[src/rtl/brk_halt_ctl.sv]
module brk_halt_ctl #(
  parameter int AW = 16,
  parameter int NP = 4,
  parameter int NX = 4,
  parameter int RW = 16,
  parameter int RA = 4
) (
  input  logic          clk,
  input  logic          rst_n,
  input  logic          fetch_vld,
  input  logic [AW-1:0] fetch_addr,
  input  logic          dmem_stb,
  input  logic [AW-1:0] dmem_addr,
  input  logic          flow_chg,
  input  logic          sp_ovf,
  input  logic          sp_unf,
  input  logic          wdt_ovf,
  input  logic          core_rst,
  input  logic          sw_brk,
  input  logic          wr_en,
  input  logic [RA-1:0] wr_addr,
  input  logic [RW-1:0] wr_data,
  input  logic [RA-1:0] rd_addr,
  output logic [RW-1:0] rd_data,
  output logic          halt_req
);
  localparam int NC = NP + NX;
  localparam int IW = (NC > 1) ? $clog2(NC) : 1;
  localparam int NS = 6;
  localparam int NF = NS + 1;
  localparam int A_EN = NC;
  localparam int A_MODE = NC + 1;
  localparam int A_SRC = NC + 2;
  localparam int A_CAUSE = NC + 3;
  localparam int A_CMD = NC + 4;

  logic [AW-1:0] cmp_addr [NC];
  logic [NC-1:0] cmp_en;
  logic [NX-1:0] xmode;
  logic [NS-1:0] src_en;
  logic [NF-1:0] cause_flags;
  logic [IW-1:0] cause_idx;
  logic [NC-1:0] hit;
  logic [IW-1:0] hit_idx;
  logic [NF-1:0] flags;
  logic          resume;
  logic [RW-1:0] cause_rd;

  for (genvar i = 0; i < NP; i++) begin : g_prog
    assign hit[i] = cmp_en[i] && fetch_vld && (fetch_addr == cmp_addr[i]);
  end

  for (genvar j = 0; j < NX; j++) begin : g_flex
    assign hit[NP+j] = cmp_en[NP+j] &&
      (xmode[j] ? (dmem_stb && dmem_addr == cmp_addr[NP+j])
                : (fetch_vld && fetch_addr == cmp_addr[NP+j]));
  end

  always_comb begin
    hit_idx = '0;
    for (int k = NC - 1; k >= 0; k--)
      if (hit[k]) hit_idx = IW'(k);
  end

  assign flags  = {({sw_brk, core_rst, wdt_ovf, sp_unf, sp_ovf, flow_chg} & src_en), |hit};
  assign resume = wr_en && (wr_addr == RA'(A_CMD)) && wr_data[0];

  always_ff @(posedge clk or negedge rst_n) begin
    if (!rst_n) begin
      for (int i = 0; i < NC; i++) cmp_addr[i] <= '0;
      cmp_en <= '0;
      xmode  <= '0;
      src_en <= '0;
    end else if (wr_en) begin
      for (int i = 0; i < NC; i++)
        if (wr_addr == RA'(i)) cmp_addr[i] <= wr_data[AW-1:0];
      if (wr_addr == RA'(A_EN))   cmp_en <= wr_data[NC-1:0];
      if (wr_addr == RA'(A_MODE)) xmode  <= wr_data[NX-1:0];
      if (wr_addr == RA'(A_SRC))  src_en <= wr_data[NS-1:0];
    end
  end

  always_ff @(posedge clk or negedge rst_n) begin
    if (!rst_n) begin
      halt_req    <= 1'b0;
      cause_flags <= '0;
      cause_idx   <= '0;
    end else if (resume) begin
      halt_req    <= 1'b0;
      cause_flags <= '0;
      cause_idx   <= '0;
    end else if (!halt_req && (|flags)) begin
      halt_req    <= 1'b1;
      cause_flags <= flags;
      cause_idx   <= hit[hit_idx] ? hit_idx : '0;
    end
  end

  assign cause_rd = RW'({cause_idx, 1'b0, cause_flags});

  always_comb begin
    rd_data = '0;
    for (int i = 0; i < NC; i++)
      if (rd_addr == RA'(i)) rd_data = RW'(cmp_addr[i]);
    if (rd_addr == RA'(A_EN))    rd_data = RW'(cmp_en);
    if (rd_addr == RA'(A_MODE))  rd_data = RW'(xmode);
    if (rd_addr == RA'(A_SRC))   rd_data = RW'(src_en);
    if (rd_addr == RA'(A_CAUSE)) rd_data = cause_rd;
  end
endmodule


[config.mk]
export PLATFORM = sky130hd
export DESIGN_NAME = brk_halt_ctl
export DESIGN_NICKNAME = d
export VERILOG_FILES = /design/src/rtl/brk_halt_ctl.sv
export SDC_FILE = /design/constraint.sdc
export NUM_CORES = 1
export LEC_CHECK = 0
export CORE_UTILIZATION = 50
export DETAILED_ROUTE_END_ITERATION = 8
export PLACE_DENSITY = 0.71
export SYNTH_ARGS = -nofsm -noshare
export SYNTH_HDL_FRONTEND = slang
export SYNTH_SLANG_ARGS = --single-unit
[constraint.sdc]
create_clock -name clk -period 2.6 [get_ports clk]
set_input_delay 0.26 -clock clk [delete_from_list [all_inputs] [get_ports clk]]
set_output_delay 0.26 -clock clk [all_outputs]
set_load 0.01 [all_outputs]
==> results of run 1 <==
kinds of logic after synthesis:
kind of cell,share of synthesized area (%)
XOR/XNOR,17.5
AO/OA/AOI/OAI,7.54
AND/OR/NAND/NOR,10.5
flip-flops,40.9
multiplexers,20.8
buffers and inverters,2.81
placed cells by master, fill, tap and decap left out, types with 20 or more instances in the layout:
cell type / netlist / layout
clkdlybuf4s50_1: 0 / 68
xnor2_1: 68 / 68
nor4_1: 25 / 25
nand4_1: 20 / 20
buf_4: 4 / 127
mux2_2: 155 / 155
nor2_1: 32 / 28
xor2_1: 124 / 124
dfrtp_1: 157 / 156
nand3_1: 26 / 26
nand2_1: 32 / 32
a21oi_1: 22 / 22
layout make-up:
type                    instances  area (µm²)  area share (%)
clock inverters                15         225            1.83
clock buffers                  17         425            3.46
multi-input cells             652        5460            44.4
well taps                     234         293            2.38
flip-flops and latches        157        3930            31.9
inverters                       2        7.51          0.0610
repair buffers                222        1970            16.0
cell usage after synthesis, drive strengths merged (6+ instances only):
cell type	number
a22o	6
nor3	21
clkbuf	25
mux2	155
a21oi	22
nand2b	11
xor2	124
a32oi	8
nand2	32
nor2	32
o22ai	8
nor4	28
buf	27
mux2i	7
a22oi	11
o21ai	16
nand4	20
dfrtp	157
nand3	26
xnor2	68
mux4	8
routing by layer:
| layer | global-route usage, % | up-vias | routed length, µm |
|---|---|---|---|
| met2 | 60.4 | 450 | 16700 |
| met4 | 15.6 | 0 | 1500 |
| li1 | - | 3504 | - |
| met3 | 6.86 | 84 | 2800 |
| met1 | 52.3 | 4083 | 15100 |
| met5 | 0 | - | 0 |
critical path, cell delays in order, from the launching register on:
cell	delay [ns]
dfrtp_1	0.48
mux4_2	0.50
a22o_1	0.23
o22a_1	0.19
clkdlybuf4s50_1	0.49
worst min path at each step:
stage	start	end	slack [ns]	depth (start not counted)
2_1_floorplan	rst_n	cause_flags[0]	-0.04	0
3_3_place_gp	rst_n	cmp_addr[110]	0.13	1
3_5_place_dp	rst_n	cmp_addr[78]	0.13	1
4_1_cts	rst_n	cmp_addr[78]	0.24	2
5_1_grt	rst_n	cmp_addr[126]	0.27	2
6_report	rst_n	cmp_addr[78]	0.24	2
power by group through the flow:
| stage | Clock, mW | Combinational, mW | Sequential [mW] |
|---|---|---|---|
| global placement | 0 | 2.49 | 3.78 |
| CTS | 2.82 | 2.53 | 3.76 |
| finish | 2.80 | 2.57 | 3.79 |
| detailed placement | 0 | 2.51 | 3.80 |
| floorplan | 0 | 1.49 | 3.49 |
| global route | 2.91 | 2.72 | 3.84 |
stage by stage:
stage,hold WS (ns),cell area (µm²)
6_report,0.241,12300
5_1_grt,0.266,12300
4_1_cts,0.244,12300
3_5_place_dp,0.131,11600
3_3_place_gp,0.129,11600
2_1_floorplan,-0.0356,9610
sequential cells by signal (all words and copies together), names as in the netlist:
signal	flops
cmp_addr	128
cmp_en	8
cause_flags	7
src_en	6
xmode	4
cause_idx	3
halt_req	1
what timing repair did:
item,CTS,global route
pin swaps,4,0
hold buffers,1,0
setup endpoints to repair,16,12
resized for setup,23,8
endpoints found under the hold margin,20,0
cloned,0,0
buffers inserted,1,0
==> results.toml, run 1 <==
[outcome]
outcome = "finished, final reports clean"

[sta]
final-setup-viol-count = 0
final.setup.tns_ns = 0
max_freq_mhz = 387
final.period_utilization_pct = 99.5
hold_viol = 0
tightest_slew_ns = 0.702
timing.final.crit_period_ns = 2.59
finClkSkew_ns = 0.00788
timing_max_transition_violations_final = 0
slew_headroom_pct = 52.8
rsz0062_at_grt = "false"
worst_slack_ns = 0.0131

[finish]
utilization_pct = 65.6
final.fill_count = 1478
nNetsFinal = 1119
num_antenna_cells = 0
syn_to_final_growth_pct = 28.1
drive_above_1_share_pct = 33.7
post_layout_nonfiller_instances = 1299

[worst_setup_path]
critPathLaunchType = "register"
destination_of_the_worst_register_to_register_timing_path = "cause_flags[0]"
crit_path_end_kind = "output port"
critPathLaunch = "xmode[2]"
cp.required_ns = 2.34
endpoint = "rd_data[2]"
crit_path_max_fanout = 4
crit-reg2reg-launch = "cmp_addr[43]"
timing_worst_setup_path_type = "register to output port"
r2r_slack_ns = 0.16
timing.critical_path.arrival_ns = 2.33
ff2ff_path_depth = 9

[yosys]
yosys-top-cells-area = "dfrtp_1, mux2_2, xor2_1"
number_of_cells_produced_by_synthesis = 863
synth_seq_cells = 157
synth_nets = 930
synth_flop_cell = "dfrtp_1"
synth_top_area_cell = "dfrtp_1"
synthArstFlopShare_pct = 100
ys.warnings.count = 0
yosysSeqAreaShare_pct = 40.9
yosysUniqueCellTypes = 51
synthesis.area_um2 = 9610
syn_avg_cell_area_um2 = 11.1
yosysTopAreaCellShare_pct = 40.9
synth_enable_flop_cells = 0

[power_and_ir_drop]
power.combinational.fraction_pct = 28.1
share_seq_of_total_power_pct = 41.4
power.clock.fraction_pct = 30.6
irDropWorstVdd_mv = 0.504
total_leakage_power_nw = 5.28
proportion_of_total_power_due_to_net_switching_pct = 34.6
switchingPower_mw = 3.17
p_per_area_nw_per_um2 = 745
final_total_pwr_mw = 9.17
p_int_mw = 6.00

[clock_network]
clock_insertion_delay_worst_skew_ns = 0.44
clk_transition_reported_paths_ns = 0.07
clock_tree.buffer_depth = 2
clock-root-buffer = "clkbuf_16"
cts_tree = "built"
cts-buffers-inserted = 17
cts_htree_levels = 4
cts.sinks = 157

[global_routing]
number_of_global_route_vias_before_repair = 8101
grt_pass1_wl_um = 53900
grtUsageTotal_pct = 38.3
largest_net_degree_at_the_start_of_global_routing = 81
globalRouteOverflowTotal = 0
antenna_found_initial = 0

[routing]
dr.pass1.iters = 7
wirelength_um = 36100
drt-initial-drc-count = 907
ant_nets = 0
routedWlPerCell_um = 27.8
via_count = 8121
drc_errors = 0
drt-vias-per-instance = 6.25

[placement]
pre_cts_slack_ns = -0.354
placed_instances = 1265
hpwl_um = 27300
place.port_buffers = 83
globalplace.congestion = 1.03

[floorplanning]
io-pin-count = 84
floorplan.die_area_um2 = 19800
initial_utilization_pct = 51.2
placeableCoreArea_um2 = 18800
die_x_um = 141
die_h_um = 141
floorplan.rows = 50

[min_path]
holdCritPathClass = "input pin to async pin"

[flow_run]
max-cap-violations = 0
Note: power is estimated with default switching activity, not from simulation.
==> run 2, diff against run 1 <==
--- a/config.mk
+++ b/config.mk
@@ -7,7 +7,7 @@
 export LEC_CHECK = 0
 export CORE_UTILIZATION = 50
 export DETAILED_ROUTE_END_ITERATION = 8
-export PLACE_DENSITY = 0.71
+export PLACE_DENSITY = 0.77
 export SYNTH_ARGS = -nofsm -noshare
 export SYNTH_HDL_FRONTEND = slang
 export SYNTH_SLANG_ARGS = --single-unit
==> results.toml, run 2 (synthesis gave the netlist of run 1 again) <==
[power_and_ir_drop]
power.combinational.fraction_pct = 28.1
p_int_mw = 5.72
final_total_pwr_mw = 8.70
switchingPower_mw = 2.98
proportion_of_total_power_due_to_net_switching_pct = 34.2
share_seq_of_total_power_pct = 43.7
total_leakage_power_nw = 5.18
irDropWorstVdd_mv = 0.481
power.clock.fraction_pct = 28.3
p_per_area_nw_per_um2 = 718

[flow_run]
max-cap-violations = 0

[routing]
ant_nets = 0
drc_errors = 0
drt-vias-per-instance = 6.32
dr_wl_met2_um = 15700
routedWlPerCell_um = 26.8
met3WireLength_um = 2910
routed.top_layer = "met4"
via_count = 8174
wirelength_um = 34700
drt-initial-drc-count = 902
dr.pass1.iters = 5
drt-met1-wl_um = 14400

[worst_setup_path]
cp.required_ns = 2.34
timing_worst_setup_path_type = "register to output port"
critPathTopFamily = "multiplexers"
critPathLaunchType = "register"
crit_path_end_kind = "output port"
slowest_delay_ns = 0.50
path_buf_inv = 1
crit_path_cell_trace = "mux4_2 -> a22o_1 -> o22a_1 -> clkdlybuf4s50_1"
crit_path_max_fanout = 4
timing.critical_path.slowest_stage_cell = "mux4_2"
timing.critical_path.arrival_ns = 2.30

[finish]
num_antenna_cells = 0
nNetsFinal = 1115
reg_with_most_ffs = "cmp_addr"
largest_register_ff_count = 128
layout_common_cells = "dfrtp_1, mux2_2, buf_4"
drive_above_1_share_pct = 32.8
utilization_pct = 64.6
layout.cells.most_common = "dfrtp_1"
finish.instance_area_um2 = 12100
reg.largest.list = "cmp_addr: 128 flops, cmp_en: 8 flops, cause_flags: 7 flops"
syn_to_final_growth_pct = 26.3
final.fill_count = 1520

[floorplanning]
floorplan.die_area_um2 = 19800
die_x_um = 141
io-pin-count = 84
initial_utilization_pct = 51.2
placeableCoreArea_um2 = 18800
die_h_um = 141
floorplan.rows = 50

[clock_network]
cts.sinks = 157
cts-buffers-inserted = 17
cts_htree_levels = 4
clock-root-buffer = "clkbuf_16"
clock_insertion_delay_worst_skew_ns = 0.43
clock_tree.buffer_depth = 2
clk_transition_reported_paths_ns = 0.07
cts_tree = "built"

[global_routing]
grtUsageTotal_pct = 36.8
grt_pass1_wl_um = 52100
globalRouteOverflowTotal = 0
antenna_found_initial = 0
largest_net_degree_at_the_start_of_global_routing = 57
number_of_global_route_vias_before_repair = 8183

[sta]
final.period_utilization_pct = 98.6
worst_slack_ns = 0.0373
hold_viol = 0
tightest_slew_ns = 0.620
slew_headroom_pct = 58.4
timing.final.crit_period_ns = 2.56
max_freq_mhz = 390
final-setup-viol-count = 0
timing_max_transition_violations_final = 0
finClkSkew_ns = 0.0106
rsz0062_at_grt = "false"

[placement]
place.port_buffers = 83
globalplace.congestion = 1.05
pre_cts_slack_ns = -0.286
hpwl_um = 26200
post_dp_cell_area_um2 = 11500

[min_path]
holdCritPathClass = "input pin to async pin"

[outcome]
outcome = "finished, final reports clean"
-- run 2: path summary, 6_finish.rpt --
check | cells after the start | start | to | slack, ns
max | 4 | xmode[2] | rd_data[2] | 0.04
min | 2 | rst_n | cmp_addr[72] | 0.38
max reg2reg | 9 | cmp_addr[35] | cause_flags[1] | 0.14
min reg2reg | 2 | cause_flags[2] | cause_flags[2] | 0.52
max in group asynchronous | 3 | rst_n | cause_idx[0] | 1.51
min in group clk | 3 | wdt_ovf | cause_flags[4] | 0.44
-- run 2: area by class of cell --
type                       count  area (µm²)  area share, %
inverter                       2        7.51         0.0619
timing repair buffer         218        1900           15.6
sequential                   157        3930           32.4
multi-input combinational    652        5440           44.9
tap                          234         293           2.41
clock buffer                  20         447           3.68
clock inverter                10         118          0.970
-- run 2: metal layers --
| layer | track usage [%] | up-vias |
|---|---|---|
| met5 | 0 | - |
| met4 | 19.1 | 0 |
| met3 | 7.03 | 107 |
| met2 | 56.4 | 478 |
| met1 | 49.8 | 4095 |
| li1 | - | 3494 |
-- run 2: timing repair --
item                       4_1_cts  5_1_grt
hold buffers                     1        0
buffers inserted                 4        1
setup endpoints to repair       16       13
pin swaps                        2        0
hold endpoints to repair        53        0
gates resized for setup         21        5
-- run 2: metrics by stage --
stage	setup TNS, ns	hold slack (ns)	instances
3_3_place_gp	-4.46	0.281	1257
5_1_grt	0	0.432	1293
6_report	0	0.385	1293
2_1_floorplan	0	-0.0356	863
3_5_place_dp	-4.86	0.286	1257
4_1_cts	-0.0209	0.399	1292
-- run 2: power by group through the flow --
stage                     sequential (mW)  clock [mW]  combinational, mW
after global placement               3.79           0               2.35
after floorplan                      3.49           0               1.49
final                                3.80        2.46               2.44
after detailed placement             3.80           0               2.38
after CTS                            3.77        2.47               2.39
after global routing                 3.85        2.57               2.59
